$ cat config.mk
export PLATFORM = sky130hd
export DESIGN_NAME = pcs_state_unit
export DESIGN_NICKNAME = d
export VERILOG_FILES = /design/src/rtl/pcs_pkg.sv /design/src/rtl/pcs_cmd_arbiter.sv /design/src/rtl/pcs_branch_resolver.sv /design/src/rtl/pcs_uop_counter.sv /design/src/rtl/pcs_state_unit.sv
export SDC_FILE = /design/constraint.sdc
export NUM_CORES = 1
export LEC_CHECK = 0
export ABC_AREA = 1
export CAP_MARGIN = 20
export CELL_PAD_IN_SITES_DETAIL_PLACEMENT = 0
export CELL_PAD_IN_SITES_GLOBAL_PLACEMENT = 1
export CORE_UTILIZATION = 41
export CTS_BUF_LIST = sky130_fd_sc_hd__clkbuf_8
export CTS_CLUSTER_DIAMETER = 60
export CTS_CLUSTER_SIZE = 10
export DETAILED_ROUTE_END_ITERATION = 6
export DONT_BUFFER_PORTS = 1
export PLACE_DENSITY_LB_ADDON = 0.1
export REMOVE_ABC_BUFFERS = 1
export SLEW_MARGIN = 10
export SYNTH_ARGS = -nofsm -noshare
export SYNTH_HDL_FRONTEND = slang
export SYNTH_SLANG_ARGS = --single-unit
export TNS_END_PERCENT = 20
$ cat constraint.sdc
create_clock -name clk -period 2.7 [get_ports clk]
set_input_delay 0.54 -clock clk [delete_from_list [all_inputs] [get_ports clk]]
set_output_delay 0.54 -clock clk [all_outputs]
set_load 0.05 [all_outputs]
$ cat src/rtl/pcs_pkg.sv
// Package: command bit positions and mode-dependent step sizes shared by
// the program counter state unit and its sub-blocks.
package pcs_pkg;
    localparam int CI_LOAD  = 0;
    localparam int CI_STEP  = 1;
    localparam int CI_UEND  = 2;
    localparam int CI_PLAIN = 3;
    localparam int CI_SWBR  = 4;
    localparam int CI_COND  = 5;
    localparam int NCMD     = 6;

    // Sequential increment: 2 bytes in compact mode, 4 in wide mode.
    function automatic logic [3:0] seq_step(input logic compact);
        return compact ? 4'd2 : 4'd4;
    endfunction

    // Distance from fetch PC to operand-visible PC.
    function automatic logic [3:0] opnd_off(input logic compact);
        return compact ? 4'd4 : 4'd8;
    endfunction
endpackage

$ cat src/rtl/pcs_cmd_arbiter.sv
// Fixed-priority picker: passes on the lowest-numbered request bit only.
// Assumes nothing about the request pattern; purely combinational.
module pcs_cmd_arbiter #(
    parameter int N = 6
) (
    input  logic [N-1:0] req,
    output logic [N-1:0] grant
);
    logic [N:0] seen;

    assign seen[0] = 1'b0;

    // One stage per request: granted if no lower bit was requested.
    generate
        for (genvar i = 0; i < N; i++) begin : g_pri
            assign grant[i]    = req[i] & ~seen[i];
            assign seen[i + 1] = seen[i] | req[i];
        end
    endgenerate
endmodule

$ cat src/rtl/pcs_branch_resolver.sv
// Branch target resolution: given the granted branch kind, the target and
// the mode flags, decides the pending PC write, any pending compact-flag
// change and the error or warning outcome. Assumes at most one of the
// do_* inputs is high (guaranteed by the arbiter). Combinational.
module pcs_branch_resolver #(
    parameter int ADDR_W = 32
) (
    input  logic [ADDR_W-1:0] tgt,
    input  logic              cur_c,
    input  logic              cur_x,
    input  logic              nxt_c,
    input  logic              do_plain,
    input  logic              do_swbr,
    input  logic              do_cond,
    output logic              npc_we,
    output logic [ADDR_W-1:0] npc_val,
    output logic              mode_we,
    output logic              mode_val,
    output logic              err,
    output logic              warn
);
    logic use_plain;
    logic use_sw;
    logic restricted;

    assign restricted = cur_c & cur_x;
    assign use_sw     = do_swbr | (do_cond & ~cur_c & ~cur_x);
    assign use_plain  = do_plain | (do_cond & (cur_c | cur_x));

    // Pick the target alignment and mode update for the active branch kind.
    always_comb begin
        npc_we   = 1'b0;
        npc_val  = tgt;
        mode_we  = 1'b0;
        mode_val = 1'b0;
        err      = 1'b0;
        warn     = 1'b0;
        if (use_plain) begin
            npc_we  = 1'b1;
            npc_val = nxt_c ? {tgt[ADDR_W-1:1], 1'b0} : {tgt[ADDR_W-1:2], 2'b00};
        end else if (use_sw) begin
            if (restricted) begin
                if (tgt[0]) begin
                    npc_we  = 1'b1;
                    npc_val = {tgt[ADDR_W-1:1], 1'b0};
                end else begin
                    err = 1'b1;
                end
            end else if (tgt[0]) begin
                npc_we   = 1'b1;
                npc_val  = {tgt[ADDR_W-1:1], 1'b0};
                mode_we  = 1'b1;
                mode_val = 1'b1;
            end else if (!tgt[1]) begin
                npc_we   = 1'b1;
                mode_we  = 1'b1;
                mode_val = 1'b0;
            end else begin
                npc_we = 1'b1;
                warn   = 1'b1;
            end
        end
    end
endmodule

$ cat src/rtl/pcs_uop_counter.sv
// Micro-op index and its pending value. A step moves the pending value in
// and pre-increments it; a restart forces 0 and 1. Assumes step and
// restart are never high together.
module pcs_uop_counter #(
    parameter int UPC_W = 8
) (
    input  logic             clk,
    input  logic             rst_n,
    input  logic             step,
    input  logic             restart,
    output logic [UPC_W-1:0] idx,
    output logic [UPC_W-1:0] nxt
);
    localparam logic [UPC_W-1:0] ONE = UPC_W'(1);

    // Index update on step or sequence restart.
    always_ff @(posedge clk) begin
        if (!rst_n) begin
            idx <= '0;
            nxt <= '0;
        end else if (restart) begin
            idx <= '0;
            nxt <= ONE;
        end else if (step) begin
            idx <= nxt;
            nxt <= nxt + ONE;
        end
    end

    a_r4_step_takes_pending: assert property (@(posedge clk) disable iff (!rst_n)
        step && !restart |=> idx == $past(nxt) && nxt == $past(nxt) + ONE)
        else $error("R4 micro-op step");

    a_r5_restart_values: assert property (@(posedge clk) disable iff (!rst_n)
        restart |=> idx == '0 && nxt == ONE)
        else $error("R5 micro-op restart");
endmodule

$ cat src/rtl/pcs_state_unit.sv
// Program counter state unit for a two-encoding processor. Holds PC,
// pending PC, current and pending mode flags (compact, extension) and the
// micro-op index. Accepts one command per cycle (lowest bit wins) and
// registers its results, including error and warning strobes.
// Assumes ADDR_W > 4.
module pcs_state_unit #(
    parameter int ADDR_W = 32,
    parameter int UPC_W  = 8
) (
    input  logic                    clk,
    input  logic                    rst_n,
    input  logic [pcs_pkg::NCMD-1:0] cmd,
    input  logic [ADDR_W-1:0]       cmd_val,
    input  logic                    wr_next_c_en,
    input  logic                    wr_next_c,
    input  logic                    wr_next_x_en,
    input  logic                    wr_next_x,
    output logic [ADDR_W-1:0]       pc,
    output logic [ADDR_W-1:0]       npc,
    output logic [ADDR_W-1:0]       opnd_pc,
    output logic [UPC_W-1:0]        uop_idx,
    output logic [UPC_W-1:0]        uop_nxt,
    output logic                    mode_c,
    output logic                    mode_x,
    output logic                    next_c,
    output logic                    next_x,
    output logic                    err_stb,
    output logic                    warn_stb
);
    import pcs_pkg::*;

    localparam int PAD_W = ADDR_W - 4;

    logic [NCMD-1:0]   grant;
    logic              g_load, g_step, g_uend, g_plain, g_swbr, g_cond;
    logic              br_npc_we;
    logic [ADDR_W-1:0] br_npc_val;
    logic              br_mode_we;
    logic              br_mode_val;
    logic              br_err;
    logic              br_warn;
    logic [ADDR_W-1:0] step_amt;

    pcs_cmd_arbiter #(.N(NCMD)) u_arb (
        .req   (cmd),
        .grant (grant)
    );

    assign g_load  = grant[CI_LOAD];
    assign g_step  = grant[CI_STEP];
    assign g_uend  = grant[CI_UEND];
    assign g_plain = grant[CI_PLAIN];
    assign g_swbr  = grant[CI_SWBR];
    assign g_cond  = grant[CI_COND];

    pcs_branch_resolver #(.ADDR_W(ADDR_W)) u_br (
        .tgt      (cmd_val),
        .cur_c    (mode_c),
        .cur_x    (mode_x),
        .nxt_c    (next_c),
        .do_plain (g_plain),
        .do_swbr  (g_swbr),
        .do_cond  (g_cond),
        .npc_we   (br_npc_we),
        .npc_val  (br_npc_val),
        .mode_we  (br_mode_we),
        .mode_val (br_mode_val),
        .err      (br_err),
        .warn     (br_warn)
    );

    pcs_uop_counter #(.UPC_W(UPC_W)) u_uop (
        .clk     (clk),
        .rst_n   (rst_n),
        .step    (g_step),
        .restart (g_uend),
        .idx     (uop_idx),
        .nxt     (uop_nxt)
    );

    assign step_amt = {{PAD_W{1'b0}}, seq_step(mode_c)};
    assign opnd_pc  = pc + {{PAD_W{1'b0}}, opnd_off(mode_c)};

    // PC, pending PC and current flags: load, step/sequence end, branch.
    always_ff @(posedge clk) begin
        if (!rst_n) begin
            pc     <= '0;
            npc    <= '0;
            mode_c <= 1'b0;
            mode_x <= 1'b0;
        end else if (g_load) begin
            pc  <= cmd_val;
            npc <= cmd_val + step_amt;
        end else if (g_step || g_uend) begin
            pc     <= npc;
            npc    <= npc + step_amt;
            mode_c <= next_c;
            mode_x <= next_x;
        end else if (br_npc_we) begin
            npc <= br_npc_val;
        end
    end

    // Pending flags: branch mode update wins over a direct write.
    always_ff @(posedge clk) begin
        if (!rst_n) begin
            next_c <= 1'b0;
            next_x <= 1'b0;
        end else begin
            if (br_mode_we)        next_c <= br_mode_val;
            else if (wr_next_c_en) next_c <= wr_next_c;
            if (wr_next_x_en)      next_x <= wr_next_x;
        end
    end

    // One-cycle outcome strobes of the branch resolution.
    always_ff @(posedge clk) begin
        if (!rst_n) begin
            err_stb  <= 1'b0;
            warn_stb <= 1'b0;
        end else begin
            err_stb  <= br_err;
            warn_stb <= br_warn;
        end
    end

    a_r2_load_sets_pc: assert property (@(posedge clk) disable iff (!rst_n)
        g_load |=> pc == $past(cmd_val))
        else $error("R2 load");

    a_r3_step_moves_pending: assert property (@(posedge clk) disable iff (!rst_n)
        g_step |=> pc == $past(npc))
        else $error("R3 step pc");

    a_r3_flags_follow: assert property (@(posedge clk) disable iff (!rst_n)
        (g_step || g_uend) |=> mode_c == $past(next_c) && mode_x == $past(next_x))
        else $error("R3 flag copy");

    a_r7_plain_even: assert property (@(posedge clk) disable iff (!rst_n)
        g_plain |=> npc[0] == 1'b0)
        else $error("R7 plain alignment");

    a_r14_err_has_cause: assert property (@(posedge clk) disable iff (!rst_n)
        err_stb |-> $past(g_swbr || g_cond))
        else $error("R14 err cause");

    a_r10_strobes_exclusive: assert property (@(posedge clk) disable iff (!rst_n)
        !(err_stb && warn_stb))
        else $error("R10 strobe overlap");
endmodule

======== Word-level counts from Yosys, hierarchy flattened ========
Index checks and enable logic that the tools add are counted.
word-level totals
  flip-flop bits (word level) ............. 86
  input port bits ......................... 44
operators by class
  reductions and logical operators ........ 9
  multiplexer cells ....................... 28
  bitwise operators ....................... 26
  add/subtract/negate cells ............... 4
operator list
  kind                 number
  $mux 32              5
  $add 32x3->32        2
  $add 32x4->32        1
  $mux 1               19
  $not 1->1            10
  $and 1x1->1          9
  $add 8x1->8 const B  1
  $or 1x1->1           7
  $reduce_bool 2->1    3
  $reduce_or 5->1      1
  $mux 2               2
  $mux 4               1
  $reduce_or 4->1      1
  $mux 3               1
  $reduce_bool 3->1    1
  $reduce_and 2->1     1
  $reduce_or 2->1      1
  $logic_or 1x1->1     1

======== Longest topological paths before layout ========
  depth after elaboration ................. 14
  mapped depth ............................ 15

======== By module ========
A second synthesis with hierarchy kept.
unflattened totals
  cells, all modules ...................... 1126
  area total of the unflattened synthesis .. 6825.3 um2
by module, submodules not included
  module               instances  area an instance (um2)  cells an instance
  pcs_state_unit       1          5695.5                  961
  pcs_uop_counter      1          670.6                   82
  pcs_branch_resolver  1          392.9                   69
  pcs_cmd_arbiter      1          66.3                    14

======== Worst setup path before layout ========
Ideal clock, no wire load.
  kind .................................... register to output
  start point ............................. reg mode_c
  end point ............................... out opnd_pc[25]
  data arrival time ....................... 2.869 ns
  stages on the path, launching flop included .. 9
  slack ................................... -0.709 ns
  cell sequence ........................... dfxtp_1 inv_1 ha_1 nand2_1 a21oi_2 nand3_2 nor2_1 nand4_1 xnor2_1
between the ends
  cells in the longest elaborated chain, start to end .. 2
ends and longest elaborated chain
  what                      RTL line              source
  start: declaration        pcs_state_unit.sv:23  output logic mode_c,
  start signal: assignment  pcs_state_unit.sv:97  mode_c <= next_c;
  $mux 4                    pcs_pkg.sv:19         return compact ? 4'd4 : 4'd8;
  $add 32x4->32             pcs_state_unit.sv:82  assign opnd_pc = pc + {{PAD_W{1'b0}}, opnd_off(mode_c)};
  end: declaration          pcs_state_unit.sv:20  output logic [ADDR_W-1:0] opnd_pc,
No other way between the ends.

======== Final worst setup path ========
  start point ............................. reg mode_c
  end point ............................... out opnd_pc[28]
Same word-level chain as after synthesis.

==> metrics.json <==
{
  "run_status": {"value": "complete, but fails checks"},
  "violated_checks": {"value": "negative setup slack"},
  "fin_worst_skew": {"value": 21.67, "unit": "ps"},
  "ys_seq_elements": {"value": 86},
  "yosys_warning_total": {"value": 0},
  "cp.required": {"value": 2160, "unit": "ps"},
  "place.detailed.hpwl": {"value": 20050, "unit": "µm"},
  "route.detailed.drc": {"value": 0},
  "area_share_of_the_largest_cell_type_after_synthesis": {"value": 0.2522},
  "crit_top_cell": {"value": "sky130_fd_sc_hd__nor2_4"},
  "place.gp.congestion": {"value": 0.9119},
  "critPathCaptureType": {"value": "primary output"},
  "finalHoldViolations": {"value": 0},
  "filler_cells": {"value": 1730},
  "maxCapViolations": {"value": 0},
  "unrepaired_setup_endpoints_after_global_routing": {"value": "yes"},
  "dominantRegCellSynth": {"value": "sky130_fd_sc_hd__dfxtp_1"},
  "hp-class": {"value": "in -> reg"},
  "clk_pin_slew": {"value": 100, "unit": "ps"},
  "detail_route.iter0.violations": {"value": 571},
  "htree_levels": {"value": 3},
  "first_pass_grt_wire_length": {"value": 40030, "unit": "µm"},
  "most_frequent_cell_after_synthesis": {"value": "sky130_fd_sc_hd__nand2_1"},
  "largest_net_degree_at_the_start_of_global_routing": {"value": 76},
  "clk_path_buf_depth": {"value": 2},
  "fp.dieW": {"value": 131.0, "unit": "µm"},
  "drt_pass_1_iters": {"value": 5},
  "netlist_area": {"value": 6825, "unit": "µm²"},
  "critPathSlowestCell": {"value": "sky130_fd_sc_hd__dfxtp_4"},
  "share_of_the_yosys_chip_area_belonging_to_registers": {"value": 0.2522},
  "cp_slowest_stage_delay": {"value": 400, "unit": "ps"},
  "syn_to_final_growth": {"value": 19.40, "unit": "%"},
  "timing.final.setup_violations": {"value": 6},
  "max-slew-margin-rel": {"value": 0.3495},
  "startpoint_type": {"value": "flop"},
  "start_util": {"value": 0.4250},
  "ctsHoldBuffers": {"value": 0},
  "layout-drive-gt1-share": {"value": 0.1732},
  "floorplan.die_area": {"value": 17170, "unit": "µm²"},
  "tritoncts": {"value": "yes"},
  "netlist.top_cell.by_area": {"value": "sky130_fd_sc_hd__dfxtp_1"},
  "synthArstFlopShare": {"value": 0},
  "critPathBufInv": {"value": 1},
  "place_inst": {"value": 1429},
  "worst_path_arrival": {"value": 2230, "unit": "ps"},
  "post_synth.cell_area_avg": {"value": 5.914, "unit": "µm²"},
  "numClockSinks": {"value": 86},
  "finalNetCount": {"value": 1290},
  "finish.cell_count_without_fillers": {"value": 1457},
  "worst-path-max-fanout": {"value": 3},
  "grt.overflow.total": {"value": 0},
  "design.portCount": {"value": 162},
  "final.setup.tns": {"value": -201.8, "unit": "ps"},
  "synth_cells": {"value": 1154},
  "clock_latency": {"value": 390, "unit": "ps"},
  "min_period": {"value": 2774, "unit": "ps"},
  "setup_ws": {"value": -73.73, "unit": "ps"},
  "post_synth_edffs": {"value": 0},
  "max_freq": {"value": 360.5, "unit": "MHz"},
  "finalWirelength": {"value": 26630, "unit": "µm"},
  "num_rows": {"value": 46},
  "fp.dieH": {"value": 131.0, "unit": "µm"},
  "fin_crit_sh": {"value": 1.027},
  "cpLargestDelayFamily": {"value": "simple AND/OR/NAND/NOR gates"},
  "port_buffers": {"value": 0},
  "synth.lib_cells_used.distinct": {"value": 49},
  "worst-slew-pin-transition": {"value": 974.4, "unit": "ps"},
  "power_density": {"value": 464.3, "unit": "nW/µm²"},
  "ir_drop": {"value": 0.0002835, "unit": "V"},
  "cts-root-buf": {"value": "sky130_fd_sc_hd__clkbuf_8"},
  "detail_route.vias_per_cell": {"value": 5.348},
  "core_region_area": {"value": 16060, "unit": "µm²"},
  "route.vias.total": {"value": 7792},
  "ys_top_cells_by_count": {"value": "381 x sky130_fd_sc_hd__nand2_1, 124 x sky130_fd_sc_hd__nor2_1, 108 x sky130_fd_sc_hd__inv_1"},
  "via_count_of_the_first_global_routing_pass": {"value": 7074},
  "path_class": {"value": "reg -> out"},
  "drt.antenna.violating_nets": {"value": 0},
  "cts_buffers": {"value": 9},
  "p_leak": {"value": 3.563, "unit": "nW"},
  "netlist_top_cells_area": {"value": "sky130_fd_sc_hd__dfxtp_1 25%, sky130_fd_sc_hd__nand2_1 21%, sky130_fd_sc_hd__nor2_1 6.8%, sky130_fd_sc_hd__inv_1 5.9%, sky130_fd_sc_hd__nand3_1 5.6%"},
  "grt_antenna_before_repair": {"value": 0},
  "cp_cell_sequence": {"value": "ha_4 -> fa_2 -> nand3_4 -> nor2_4 -> nand2_4 -> nor2_4 -> nand4_4 -> nor2_4 -> nand2_2 -> xnor2_2 -> buf_12"},
  "avgRoutedWirePerCell": {"value": 18.28, "unit": "µm"},
  "final_max_slew_viol_count": {"value": 0},
  "post-route-util": {"value": 0.5075},
  "grt_use_total": {"value": 0.3134},
  "num_antenna_cells": {"value": 0}
}
[layer usage]
layer,track usage,routed length (µm),vias up,part of all wire
met4,0.1068,686,0,0.026
met3,0.06474,2329,35,0.087
met2,0.5114,12270,336,0.46
li1,-,-,3890,-
met5,0,0,-,0
met1,0.4094,11340,3531,0.43
[metrics by stage]
stage	power [mW]	area, µm²	setup slack, ps	hold WS [ps]
3_3_place_gp	2.785	7710	125.5	502.0
5_1_grt	3.968	8149	-192.2	228.5
3_5_place_dp	2.788	7710	82.59	511.0
6_report	3.784	8149	-73.73	246.6
4_1_cts	3.773	8008	-211.3	229.6
2_1_floorplan	2.392	6611	-709.3	633.5
[path summary, 6_finish.rpt]
path	from	end	slack, ps	cells after the start
hold / removal	wr_next_x_en	next_x$_SDFFE_PN0P_	250	1
hold reg to reg	npc[6]$_SDFFE_PN0P_	pc[6]$_SDFFE_PN0P_	520	2
setup / recovery	mode_c$_SDFFE_PN0P_	opnd_pc[28]	-70	11
setup reg to reg	mode_c$_SDFFE_PN0P_	npc[14]$_SDFFE_PN0P_	220	11
[registers in the layout (all words and copies together) (netlist names)]
name / cells
warn_stb: 1
pc: 32
mode_x: 1
u_uop.nxt: 8
err_stb: 1
next_c: 1
u_uop.idx: 8
mode_c: 1
next_x: 1
npc: 32
[final cells by class]
| type | count | area [µm²] | share of cell area |
|---|---|---|---|
| multi-input cells | 904 | 4553 | 0.5587 |
| flip-flops and latches | 86 | 1737 | 0.2131 |
| repair buffers | 114 | 925.9 | 0.1136 |
| inverters | 121 | 467.9 | 0.05742 |
| well taps | 216 | 270.3 | 0.03316 |
| clock buffers | 9 | 123.9 | 0.01520 |
| clock inverters | 7 | 71.32 | 0.008752 |
[cell usage in the layout, fill, tap and decap left out, types with 5 or more instances in the layout]
cell type,count
sky130_fd_sc_hd__inv_2,9
sky130_fd_sc_hd__nor2_1,121
sky130_fd_sc_hd__dfxtp_2,9
sky130_fd_sc_hd__buf_4,107
sky130_fd_sc_hd__xnor2_1,8
sky130_fd_sc_hd__o21ai_0,63
sky130_fd_sc_hd__nor3_2,6
sky130_fd_sc_hd__ha_1,5
sky130_fd_sc_hd__nand3b_1,8
sky130_fd_sc_hd__inv_1,107
sky130_fd_sc_hd__xor2_1,23
sky130_fd_sc_hd__inv_6,5
sky130_fd_sc_hd__nor3_1,13
sky130_fd_sc_hd__nor2_4,7
sky130_fd_sc_hd__a31oi_1,33
sky130_fd_sc_hd__a21oi_1,50
sky130_fd_sc_hd__nand4_1,9
sky130_fd_sc_hd__o21ai_1,35
sky130_fd_sc_hd__nand2_1,379
sky130_fd_sc_hd__nand2_2,12
sky130_fd_sc_hd__clkbuf_8,9
sky130_fd_sc_hd__nand3_1,76
sky130_fd_sc_hd__dfxtp_1,76
sky130_fd_sc_hd__nor2_2,12
sky130_fd_sc_hd__buf_12,5
[where the power goes]
part | leakage [nW] | switching, mW | internal (mW)
clock network | 0.0999 | 0.620 | 0.365
registers | 0.713 | 0.161 | 1.36
logic | 2.75 | 0.888 | 0.387
total | 3.56 | 1.67 | 2.11
[logic make-up (layout without fill, tap and decap cells)]
family	count (synthesis)	count (layout)	synth area share
AOI/OAI and AO/OA	192	192	0.1512
xor gates and xnor gates	36	36	0.04950
adders and majority gates	10	10	0.02163
buffers and inverters	164	251	0.09881
DFF	86	86	0.2522
and+or+nand+nor	666	666	0.4266
[repair_timing]
action                                  in CTS  in global routing
hold endpoints to repair                     0                  0
pin swaps                                    8                 13
resized for setup                           17                 24
cloned                                       0                  0
endpoints found under the setup margin      20                 19
buffers inserted                             7                  5
Note: power is estimated with default switching activity, not from simulation.
